$ cat src/rtl/pmt_pkg.sv
package pmt_pkg;

    typedef enum logic [2:0] {
        TERM_OK     = 3'd0,
        TERM_MABORT = 3'd1,
        TERM_DISC   = 3'd2,
        TERM_RETRY  = 3'd3,
        TERM_TABORT = 3'd4
    } term_e;

    typedef enum logic [2:0] {
        ST_IDLE,
        ST_REQ,
        ST_ADDR,
        ST_DATA,
        ST_TURN,
        ST_BACK
    } seq_e;

    // Target response sampled in one data clock (active high here)
    typedef struct packed {
        logic sel;
        logic rdy;
        logic halt;
    } tgt_resp_t;

    // Decision for the current data clock
    typedef struct packed {
        logic  done;
        logic  by_stop;
        logic  moved;
        term_e code;
    } verdict_t;

    function automatic logic needs_reissue(term_e c);
        return (c == TERM_RETRY) || (c == TERM_DISC);
    endfunction

endpackage

$ cat src/rtl/pmt_sel_timer.sv
module pmt_sel_timer #(
    parameter int SEL_WAIT = 4
) (
    input  logic clk,
    input  logic rst,
    input  logic arm,
    input  logic active,
    input  logic sel,
    output logic timeout
);
    localparam int CW = $clog2(SEL_WAIT + 1);

    logic          seen_q;
    logic [CW-1:0] cnt_q;

    always_ff @(posedge clk) begin
        if (rst) begin
            seen_q <= 1'b0;
            cnt_q  <= '0;
        end else if (arm) begin
            seen_q <= 1'b0;
            cnt_q  <= '0;
        end else if (active) begin
            if (sel)
                seen_q <= 1'b1;
            else if (!seen_q)
                cnt_q <= cnt_q + 1'b1;
        end
    end

    assign timeout = active && !seen_q && !sel && (cnt_q == CW'(SEL_WAIT - 1));

    // the wait count never passes its limit while data clocks run
    assert_wait_bound_R5: assert property (@(posedge clk) disable iff (rst)
        active |-> (int'(cnt_q) < SEL_WAIT));

endmodule

$ cat src/rtl/pmt_classify.sv
module pmt_classify
    import pmt_pkg::*;
(
    input  logic      active,
    input  tgt_resp_t resp,
    input  logic      last_beat,
    input  logic      any_prior,
    input  logic      timeout,
    output verdict_t  verdict
);
    always_comb begin
        verdict      = '0;
        verdict.code = TERM_OK;
        if (active) begin
            verdict.moved = resp.sel & resp.rdy;
            if (resp.halt) begin
                verdict.done    = 1'b1;
                verdict.by_stop = 1'b1;
                if (!resp.sel)
                    verdict.code = TERM_TABORT;
                else if (verdict.moved && last_beat)
                    verdict.code = TERM_OK;
                else if (verdict.moved || any_prior)
                    verdict.code = TERM_DISC;
                else
                    verdict.code = TERM_RETRY;
            end else if (verdict.moved && last_beat) begin
                verdict.done = 1'b1;
                verdict.code = TERM_OK;
            end else if (timeout) begin
                verdict.done = 1'b1;
                verdict.code = TERM_MABORT;
            end
        end
    end
endmodule

$ cat src/rtl/pci_master_term.sv
module pci_master_term
    import pmt_pkg::*;
#(
    parameter int AW       = 32,
    parameter int DW       = 32,
    parameter int LW       = 8,
    parameter int SEL_WAIT = 4
) (
    input  logic          clk,
    input  logic          rst,
    input  logic          loc_start,
    input  logic [AW-1:0] loc_addr,
    input  logic          loc_write,
    input  logic [DW-1:0] loc_wdata,
    input  logic [LW-1:0] loc_len,
    output logic          loc_busy,
    output logic          loc_done,
    output logic [2:0]    loc_outcome,
    output logic [DW-1:0] loc_rdata,
    output logic          loc_rvalid,
    output logic [AW-1:0] loc_resume_addr,
    output logic          sta_tabort,
    input  logic          sta_clr,
    output logic          bus_want_n,
    input  logic          bus_grant_n,
    output logic          bus_cyc_n,
    output logic          bus_mrdy_n,
    output logic [DW-1:0] bus_ad_out,
    output logic          bus_ad_oe,
    output logic          bus_wr,
    input  logic [DW-1:0] bus_ad_in,
    input  logic          tgt_sel_n,
    input  logic          tgt_rdy_n,
    input  logic          tgt_halt_n
);
    localparam logic [AW-1:0] STEP = AW'(DW / 8);

    seq_e          state_q;
    logic [AW-1:0] addr_q;
    logic [LW-1:0] rem_q;
    logic [DW-1:0] wdata_q;
    logic          wr_q;
    logic          moved_any_q;
    logic          stop_end_q;
    logic          done_q;
    term_e         code_q;
    logic [DW-1:0] rdata_q;
    logic          rvalid_q;
    logic          sta_q;

    logic      in_data;
    logic      last_beat;
    logic      timeout;
    logic      sta_set;
    tgt_resp_t resp;
    verdict_t  verdict;

    assign in_data   = (state_q == ST_DATA);
    assign last_beat = (rem_q == LW'(1));
    assign resp      = '{sel: !tgt_sel_n, rdy: !tgt_rdy_n, halt: !tgt_halt_n};

    pmt_sel_timer #(.SEL_WAIT(SEL_WAIT)) u_timer (
        .clk     (clk),
        .rst     (rst),
        .arm     (state_q == ST_ADDR),
        .active  (in_data),
        .sel     (resp.sel),
        .timeout (timeout)
    );

    pmt_classify u_cls (
        .active    (in_data),
        .resp      (resp),
        .last_beat (last_beat),
        .any_prior (moved_any_q),
        .timeout   (timeout),
        .verdict   (verdict)
    );

    assign sta_set = verdict.done && (verdict.code == TERM_TABORT);

    always_ff @(posedge clk) begin
        if (rst) begin
            state_q     <= ST_IDLE;
            addr_q      <= '0;
            rem_q       <= '0;
            wdata_q     <= '0;
            wr_q        <= 1'b0;
            moved_any_q <= 1'b0;
            stop_end_q  <= 1'b0;
            done_q      <= 1'b0;
            code_q      <= TERM_OK;
            rdata_q     <= '0;
            rvalid_q    <= 1'b0;
            sta_q       <= 1'b0;
        end else begin
            done_q   <= 1'b0;
            rvalid_q <= 1'b0;
            if (sta_set)
                sta_q <= 1'b1;
            else if (sta_clr)
                sta_q <= 1'b0;
            case (state_q)
                ST_IDLE: if (loc_start) begin
                    addr_q  <= loc_addr;
                    wr_q    <= loc_write;
                    wdata_q <= loc_wdata;
                    rem_q   <= loc_len;
                    state_q <= ST_REQ;
                end
                ST_REQ: if (!bus_grant_n) state_q <= ST_ADDR;
                ST_ADDR: begin
                    moved_any_q <= 1'b0;
                    state_q     <= ST_DATA;
                end
                ST_DATA: begin
                    if (verdict.moved) begin
                        addr_q      <= addr_q + STEP;
                        rem_q       <= rem_q - 1'b1;
                        moved_any_q <= 1'b1;
                        if (!wr_q) begin
                            rdata_q  <= bus_ad_in;
                            rvalid_q <= 1'b1;
                        end
                    end
                    if (verdict.done) begin
                        state_q    <= ST_TURN;
                        done_q     <= 1'b1;
                        code_q     <= verdict.code;
                        stop_end_q <= verdict.by_stop;
                        if (verdict.code == TERM_MABORT && !wr_q) begin
                            rdata_q  <= '1;
                            rvalid_q <= 1'b1;
                        end
                    end
                end
                ST_TURN: state_q <= stop_end_q ? ST_BACK : ST_IDLE;
                ST_BACK: state_q <= needs_reissue(code_q) ? ST_REQ : ST_IDLE;
                default: state_q <= ST_IDLE;
            endcase
        end
    end

    assign loc_busy        = (state_q != ST_IDLE);
    assign loc_done        = done_q;
    assign loc_outcome     = code_q;
    assign loc_rdata       = rdata_q;
    assign loc_rvalid      = rvalid_q;
    assign loc_resume_addr = addr_q;
    assign sta_tabort      = sta_q;

    assign bus_want_n = !(state_q == ST_REQ || state_q == ST_ADDR || in_data);
    assign bus_cyc_n  = !(state_q == ST_ADDR || (in_data && !last_beat));
    assign bus_mrdy_n = !in_data;
    assign bus_ad_out = (state_q == ST_ADDR) ? DW'(addr_q) : wdata_q;
    assign bus_ad_oe  = (state_q == ST_ADDR) || (in_data && wr_q);
    assign bus_wr     = wr_q;

    // request stays negated in the two clocks after a sampled stop
    assert_backoff_first_R12: assert property (@(posedge clk) disable iff (rst)
        (!bus_mrdy_n && !tgt_halt_n) |=> bus_want_n);
    assert_backoff_second_R12: assert property (@(posedge clk) disable iff (rst)
        $past(!bus_mrdy_n && !tgt_halt_n, 2) |-> bus_want_n);
    // after the final beat the bus is released at once
    assert_release_R3: assert property (@(posedge clk) disable iff (rst)
        (!bus_mrdy_n && bus_cyc_n && !tgt_sel_n && !tgt_rdy_n) |=> (bus_mrdy_n && bus_cyc_n));
    // master-aborted read hands back all-ones
    assert_abort_ones_R6: assert property (@(posedge clk) disable iff (rst)
        (done_q && code_q == TERM_MABORT && !wr_q) |-> (rvalid_q && rdata_q == '1));
    // target-abort outcome always raises the flag
    assert_tabort_flag_R8: assert property (@(posedge clk) disable iff (rst)
        (done_q && code_q == TERM_TABORT) |-> sta_q);
    // flag holds without a clear
    assert_sticky_R9: assert property (@(posedge clk) disable iff (rst)
        (sta_q && !sta_clr) |=> sta_q);
    // done is a single-clock pulse
    assert_done_pulse_R13: assert property (@(posedge clk) disable iff (rst)
        done_q |=> !done_q);

endmodule

$ cat config.mk
export PLATFORM = sky130hd
export DESIGN_NAME = pci_master_term
export DESIGN_NICKNAME = d
export VERILOG_FILES = /design/src/rtl/pmt_pkg.sv /design/src/rtl/pmt_sel_timer.sv /design/src/rtl/pmt_classify.sv /design/src/rtl/pci_master_term.sv
export SDC_FILE = /design/constraint.sdc
export NUM_CORES = 1
export LEC_CHECK = 0
export BUFFER_PORTS_ARGS = -buffer_cell sky130_fd_sc_hd__buf_4
export CAP_MARGIN = 20
export CORE_MARGIN = 3
export CORE_UTILIZATION = 25
export CTS_BUF_LIST = sky130_fd_sc_hd__clkbuf_8
export CTS_CLUSTER_SIZE = 10
export DETAILED_ROUTE_END_ITERATION = 7
export SLEW_MARGIN = 20
export SYNTH_ARGS = -nofsm -noshare
export SYNTH_HDL_FRONTEND = slang
export SYNTH_SLANG_ARGS = --single-unit
$ cat constraint.sdc
create_clock -name clk -period 1.7 [get_ports clk]
set_input_delay 0.34 -clock clk [delete_from_list [all_inputs] [get_ports clk]]
set_output_delay 0.34 -clock clk [all_outputs]
set_load 0.005 [all_outputs]
==> PnR_summary.wiki, run 1 <==
{| class="wikitable"
! Metric !! Value
|-
| Maximum fanout count along the critical path || 5
|-
| Synthesized Nets || 835
|-
| Critical path type || flip-flop to output port
|-
| Clk_lat worst skew || 0.45 ns
|-
| Antenna Cells || 0
|-
| Area share of the leading cell type in the synthesized netlist || 40.8%
|-
| Top post-synthesis cells by area || sky130_fd_sc_hd__dfxtp_1, sky130_fd_sc_hd__nand2_1, sky130_fd_sc_hd__a21oi_1
|-
| Post-detailed-route wirelength per cell || 18.8 microns
|-
| Setup-failing EPs final || 154
|-
| Post-synth cell types || 64
|-
| Setup crit end kind || output port
|-
| Sinks on Clock Net || 120
|-
| Routability cong. || 0.846
|-
| Min-Delay Endpoint || wdata_q[13]
|-
| Fraction of the cycle the final worst path needs || 127%
|-
| Detail Placement HPWL || 15.8 mm
|-
| Top FF cell, synth || sky130_fd_sc_hd__dfxtp_1
|-
| Actual slew at the worst max-slew pin || 0.770 ns
|-
| Seq/Total Area, Yosys || 40.8%
|-
| Startpoint type of the worst setup path || flip-flop
|-
| Vias after detailed routing || 6949
|-
| Max Fclk || 462 MHz
|-
| Grt ovf || 0
|-
| Number of antenna violations at the first check in global routing || 0
|-
| Startpoint of the worst hold path || loc_wdata[13]
|-
| Data required time at the worst endpoint || 1.36 ns
|-
| Number of synthesis warnings || 0
|-
| Largest area contributor in the synthesized netlist || sky130_fd_sc_hd__dfxtp_1
|-
| Count of maximum capacitance violations || 0
|-
| P&R area growth vs syn || 94.8%
|-
| Worst flop-to-flop path startpoint || state_q[0]
|-
| Rel. slew slack || 48.7%
|-
| Fraction of final layout cells sized beyond drive strength 1 || 62.1%
|-
| Number of top-level pins || 221
|-
| Number of global-route vias before repair || 6549
|-
| Largest incremental delay on the critical path || 0.33 ns
|-
| Cell leakage power || 4.92 nW
|-
| Die Area || 25500 sq um
|-
| Initial core utilization || 25.7%
|-
| Violations in the final reports || setup timing
|-
| Post-synth top cells || sky130_fd_sc_hd__dfxtp_1, sky130_fd_sc_hd__nand2_1, sky130_fd_sc_hd__a21oi_1, sky130_fd_sc_hd__o21ai_0, sky130_fd_sc_hd__nor2_1
|-
| List of cells traversed by the critical path || nand2b_4, nor2_4, buf_6, buf_12, mux2_4, buf_6
|-
| Clock tree from TritonCTS || built
|-
| Maximum number of buffers from clock root to sink || 2
|-
| Worst setup slack for register-to-register paths || -0.32 ns
|-
| Cell with the most instances on the worst path || sky130_fd_sc_hd__buf_6
|-
| Count of buffers inserted at the top-level ports || 220
|-
| PD cells || 726 nW/um^2
|-
| Total of flip-flops plus latches after synthesis || 120
|-
| H-tree levels || 4
|-
| Post-cts hold buffer count || 0
|-
| CTS root buf || sky130_fd_sc_hd__clkbuf_8
|-
| Result of the run || finished with violations
|-
| Post-synthesis cell area || 5890 sq um
|-
| Worst path arrival time || 1.83 ns
|-
| Capture instance of the worst register-to-register path || loc_rdata[13]
|-
| Pin count of the biggest net entering global routing || 51
|-
| Layout net count || 1200
|-
| Area of the core || 22900 sq um
|-
| Maximum vdd ir drop || 0.000392 V
|-
| Class of the worst hold path || input pin to flip-flop
|-
| Total Routing Usage GR || 17.5%
|-
| Setup TNS || -35.67 ns
|-
| Instance count along the most critical hold path || 3
|-
| Tot Pwr || 8.34 mW
|-
| Critical Path Slowest Stage Cell || sky130_fd_sc_hd__dfxtp_2
|-
| Gate count of the mapped netlist || 717
|-
| Num rows || 55
|-
| Total detailed-routing wirelength || 26.5 mm
|-
| Worst-case clock skew || 0.0178 ns
|-
| 1st-pass router iterations || 5
|-
| Count leader, synth || sky130_fd_sc_hd__dfxtp_1
|-
| Die boundary height || 160 microns
|-
| Min Tclk post-route || 2.17 ns
|-
| Final antenna-violating net count || 0
|-
| Async set or reset register ratio after synthesis || 0%
|-
| Final Hold Vio Count || 0
|-
| Number of enable-type register cells in the synthesized netlist || 0
|-
| Post-detailed-route DRC marker count || 0
|-
| Post-layout worst setup margin || -0.465 ns
|-
| Clock Pin Slew Worst Setup and Hold Paths || 0.09 ns
|-
| RSZ-0062 raised after global routing || yes
|-
| Number of DRC violations after detailed-routing iteration 0 || 388
|-
| Floorplan die width || 160 microns
|-
| Syn_area_per_cell || 8.22 sq um
|-
| First-pass GRT wire length || 35.9 mm
|-
| Average vias per placed instance || 4.94
|-
| Number of buffers created by CTS || 17
|-
| Worst Reg2Reg Path Length in Cells || 11
|-
| Slew Limit Fails || 0
|}
sequential cells by signal, indices dropped and copies added, names as in the netlist:
name,cells
bus_wr,1
u_timer.seen_q,1
loc_rdata,32
state_q,3
wdata_q,32
moved_any_q,1
loc_done,1
rem_q,8
sta_tabort,1
loc_rvalid,1
stop_end_q,1
u_timer.cnt_q,3
loc_resume_addr,32
loc_outcome,3
power by group:
| part | internal (mW) | switching [mW] | total [mW] |
|---|---|---|---|
| Clock | 1.59 | 1.34 | 2.93 |
| Sequential | 2.96 | 0.143 | 3.11 |
| Combinational | 1.27 | 1.03 | 2.30 |
| Total | 5.83 | 2.51 | 8.34 |
critical path, delay by kind of cell, from the launching register on:
kind	cells	cell delay (ns)
muxes	1	0.32
DFF	1	0.33
buffers and inverters	3	0.42
and+or+nand+nor	2	0.32
how the worst max path moves through the flow:
stage                        from             endpoint  slack (ns)  depth (start not counted)
2_1_floorplan  loc_resume_addr[2]  loc_resume_addr[16]      -0.006                          6
3_3_place_gp           state_q[1]  loc_resume_addr[21]       -0.07                          5
3_5_place_dp           state_q[1]  loc_resume_addr[11]       -0.10                          5
4_1_cts                state_q[0]        bus_ad_out[7]       -0.47                          6
5_1_grt                state_q[2]        bus_ad_out[6]       -0.52                          6
6_report               state_q[2]       bus_ad_out[17]       -0.47                          6
area by class of cell:
type / instances / area [sq um]
Clock buffer: 20 / 275
Clock inverter: 12 / 163
Fill cell: 2114 / 11400
Inverter: 13 / 53.8
Multi-Input combinational cell: 532 / 4280
Sequential cell: 120 / 2420
Tap cell: 313 / 392
Timing Repair Buffer: 398 / 3890
cells in the final DEF, fill, tap and decap left out, types with 15 or more instances in the layout:
cell type                   netlist  final
sky130_fd_sc_hd__nand2_4          0     32
sky130_fd_sc_hd__a21oi_2          0     47
sky130_fd_sc_hd__buf_12           0     25
sky130_fd_sc_hd__a21oi_1         73     25
sky130_fd_sc_hd__o21ai_2          0     30
sky130_fd_sc_hd__dfxtp_1        120    108
sky130_fd_sc_hd__nand3_1         19     15
sky130_fd_sc_hd__buf_6            0     51
sky130_fd_sc_hd__nand4_1         16     16
sky130_fd_sc_hd__nand2_2          1     19
sky130_fd_sc_hd__mux2i_1         36     29
sky130_fd_sc_hd__mux2_2          32     22
sky130_fd_sc_hd__clkbuf_16        0     15
sky130_fd_sc_hd__nand2_1        113     63
sky130_fd_sc_hd__clkbuf_8         0     20
sky130_fd_sc_hd__nor2_1          45     36
sky130_fd_sc_hd__o21ai_1          3     20
sky130_fd_sc_hd__buf_4            5    297
layer usage:
metal	global-route usage, %	routed length, microns	vias to the layer above
li1	-	-	3315
met1	22.6	11100	3341
met2	29.3	13200	260
met3	4.79	1900	33
met4	4.06	376	0
met5	0	0	-
timing repair:
item                                    4_1_cts  5_1_grt
pin swaps                                    19      129
gates resized for setup                      89      307
gates cloned                                  8       19
buffers inserted                             21       32
endpoints found under the setup margin      121      150
cell families after synthesis:
family          share of synthesized area, %
buf+inv                                 4.92
compound gates                          19.6
simple gates                            21.3
mux                                     12.2
xor+xnor                               0.149
fa+ha+maj                               1.06
flops                                   40.8
stage by stage:
stage	worst slack (ns)	utilization, %	instance area (sq um)	cells	hold WS [ns]
2_1_floorplan	-0.00607	-	5950	717	0.434
6_report	-0.465	50.1	11500	1408	0.131
4_1_cts	-0.474	42.9	9840	1363	0.107
3_5_place_dp	-0.104	38.1	8720	1303	0.445
5_1_grt	-0.516	50.1	11500	1408	0.110
3_3_place_gp	-0.0672	38.1	8720	1303	0.440
Note: power is estimated with default switching activity, not from simulation.
==> inputs of run 2 (changes only) <==
- BUFFER_PORTS_ARGS: -buffer_cell sky130_fd_sc_hd__buf_4 -> -buffer_cell sky130_fd_sc_hd__buf_2
==> run 2 against run 1 <==
  * The run still ends with setup timing left
  * Combinational power about the same
  * Non-clock buffer count increased by 16
  * Die area unchanged
  * Clock power fell by 18%
  * Clock-buffer cell count is 3 lower
  * Sequential share of layout area increased by 1.3 points
  * Largest cell class unchanged
==> PnR_summary.wiki, run 2 (same netlist as run 1, synthesis figures left out) <==
{| class="wikitable"
! Metric !! Value
|-
| Area of the core || 22900 sq um (unchanged)
|-
| Sinks on Clock Net || 120 (unchanged)
|-
| Worst flop-to-flop path startpoint || state_q[0]
|-
| Worst Reg2Reg Path Length in Cells || 10 (-1)
|-
| Layout net count || 1216 (+1.3%)
|-
| Class of the worst hold path || input pin to flip-flop
|-
| Total detailed-routing wirelength || 26.7 mm (+0.71%)
|-
| CTS root buf || sky130_fd_sc_hd__clkbuf_8
|-
| Met1 demand-to-capacity share in global routing || 24.1% (+1.5 points)
|-
| Post-layout worst setup margin || -0.507 ns (-0.0417 ns)
|-
| List of cells traversed by the critical path || buf_6, nand2b_4, nor2_4, buf_8, clkbuf_16, mux2_4, buf_6
|-
| Worst hold-check slack || 0.123 ns (-0.00819 ns)
|-
| Final antenna-violating net count || 0 (unchanged)
|-
| Critical Path Slowest Stage Cell || sky130_fd_sc_hd__dfxtp_2
|-
| Detail Placement HPWL || 15.6 mm (-1.6%)
|-
| Result of the run || finished with violations
|-
| Pin count of the biggest net entering global routing || 50 (-2.0%)
|-
| Post-detailed-route wirelength per cell || 18.8 microns (-0.49%)
|-
| Count of maximum capacitance violations || 0 (unchanged)
|-
| First-pass GRT wire length || 37.5 mm (+4.6%)
|-
| Maximum vdd ir drop || 0.000425 V (+8.4%)
|-
| Violations in the final reports || setup timing
|-
| Worst path arrival time || 1.87 ns (+0.04 ns)
|-
| Post-detailed-route DRC marker count || 0 (unchanged)
|-
| Min Tclk post-route || 2.21 ns (+0.0417 ns)
|-
| Rel. slew slack || 61.2% (+12 points)
|-
| Min-Delay Endpoint || wdata_q[12]
|-
| PD cells || 716 nW/um^2 (-1.4%)
|-
| Layout fillers || 2121 (+0.33%)
|-
| Clock Pin Slew Worst Setup and Hold Paths || 0.08 ns (about the same)
|-
| Final Hold Vio Count || 0 (unchanged)
|-
| Setup-failing EPs final || 149 (-3.2%)
|-
| Die boundary height || 160 microns (unchanged)
|-
| Number of buffers created by CTS || 17 (unchanged)
|-
| Count of buffers inserted at the top-level ports || 220 (unchanged)
|-
| Worst-case clock skew || 0.0135 ns (-0.00436 ns)
|-
| P&R area growth vs syn || 83.8%
|-
| Max Fclk || 453 MHz (-1.9%)
|-
| Setup crit end kind || output port
|-
| Floorplan die width || 160 microns (unchanged)
|-
| Maximum number of buffers from clock root to sink || 2 (unchanged)
|-
| Clock tree from TritonCTS || built
|-
| H-tree levels || 4 (unchanged)
|-
| Number of top-level pins || 221 (unchanged)
|-
| Data required time at the worst endpoint || 1.36 ns (about the same)
|-
| Fraction of the cycle the final worst path needs || 130% (+2.5 points)
|-
| Tot Pwr || 7.76 mW (-6.9%)
|-
| Cell leakage power || 4.70 nW (-4.5%)
|-
| Routability cong. || 0.838 (-1.0%)
|-
| Commonest cells after routing, fill and taps aside || sky130_fd_sc_hd__buf_2, sky130_fd_sc_hd__buf_4, sky130_fd_sc_hd__dfxtp_1, sky130_fd_sc_hd__nand2_1, sky130_fd_sc_hd__buf_6
|-
| Global routing usage on met2 || 31.0% (+1.7 points)
|-
| Instance count along the most critical hold path || 3 (unchanged)
|-
| Fraction of final layout cells sized beyond drive strength 1 || 57.1% (-5.0 points)
|-
| Startpoint type of the worst setup path || flip-flop
|-
| Maximum fanout count along the critical path || 5 (unchanged)
|-
| Initial core utilization || 25.7% (unchanged)
|-
| 1st-pass router iterations || 5 (unchanged)
|-
| Critical path type || flip-flop to output port
|-
| Vias after detailed routing || 7143 (+2.8%)
|-
| Number of DRC violations after detailed-routing iteration 0 || 456 (+18%)
|-
| Commonest non-fill, non-tap cell in the layout || sky130_fd_sc_hd__buf_2
|-
| Worst setup slack for register-to-register paths || -0.23 ns (+0.09 ns)
|-
| Largest incremental delay on the critical path || 0.35 ns (+0.02 ns)
|-
| Num rows || 55 (unchanged)
|-
| Clk_lat worst skew || 0.45 ns (about the same)
|-
| Startpoint of the worst hold path || loc_wdata[12]
|-
| Met3 track utilization from global routing || 4.53% (-0.26 points)
|-
| Capture instance of the worst register-to-register path || loc_rdata[14]
|-
| Number of global-route vias before repair || 6774 (+3.4%)
|-
| Total Routing Usage GR || 18.6% (+1.1 points)
|-
| GR peak layer || met2
|-
| Die Area || 25500 sq um (unchanged)
|-
| Average vias per placed instance || 5.01 (+1.6%)
|-
| Cell with the most instances on the worst path || sky130_fd_sc_hd__buf_6
|-
| Actual slew at the worst max-slew pin || 0.583 ns (-0.187 ns)
|-
| Grt ovf || 0 (unchanged)
|-
| Number of antenna violations at the first check in global routing || 1 (+1)
|-
| Slew Limit Fails || 0 (unchanged)
|-
| RSZ-0062 raised after global routing || yes
|-
| Setup TNS || -27.54 ns (+8.13 ns)
|}
==> run 2: layout make-up <==
class	count	area, sq um	share of cell area, %
well taps	313	392	3.61
clock buffers	17	234	2.16
inverters	13	61.3	0.566
multi-input cells	532	3980	36.7
clock inverters	15	120	1.11
diodes	1	2.50	0.0231
repair buffers	414	3620	33.4
flip-flops and latches	120	2420	22.4
==> run 2: worst max path at each step <==
| stage | cells after the start | slack [ns] | to | from |
|---|---|---|---|---|
| floorplan | 6 | -0.006 | loc_resume_addr[16] | loc_resume_addr[2] |
| finish | 7 | -0.51 | bus_ad_out[18] | state_q[1] |
| global route | 7 | -0.58 | bus_ad_out[18] | state_q[1] |
| CTS | 7 | -0.53 | bus_ad_out[30] | state_q[0] |
| global placement | 7 | -0.09 | bus_wr | tgt_rdy_n |
| detailed placement | 7 | -0.11 | wdata_q[28] | tgt_sel_n |
==> run 2: stage by stage <==
step	util (%)	cell area (sq um)	setup WS, ns	std cells
global placement	35.6	8160	-0.0948	1307
global route	47.3	10800	-0.577	1424
floorplan	-	5950	-0.00607	717
CTS	42.5	9740	-0.530	1388
finish	47.3	10800	-0.507	1425
detailed placement	35.6	8160	-0.113	1307
==> run 2: timing repair <==
action | 4_1_cts | 5_1_grt
hold buffers | 0 | 0
pin swaps | 40 | 72
buffers inserted | 34 | 30
cloned | 16 | 13
setup endpoints to repair | 98 | 152
gates resized for setup | 138 | 207
==> run 2: metal layers <==
metal / vias up / routed length (microns)
met5: - / 10
met4: 2 / 556
met2: 343 / 12800
met1: 3401 / 11500
met3: 43 / 1850
li1: 3354 / -
==> run 2: worst max-delay path: cells and delay by family, from the launching register on <==
| family | cells | cell delay (ns) |
|---|---|---|
| simple gates | 2 | 0.20 |
| flops | 1 | 0.35 |
| buf+inv | 4 | 0.56 |
| mux | 1 | 0.31 |
==> run 2: power breakdown <==
group | switching (mW) | internal [mW]
clock network | 1.38 | 1.03
logic | 1.02 | 1.25
registers | 0.125 | 2.96
total | 2.52 | 5.24
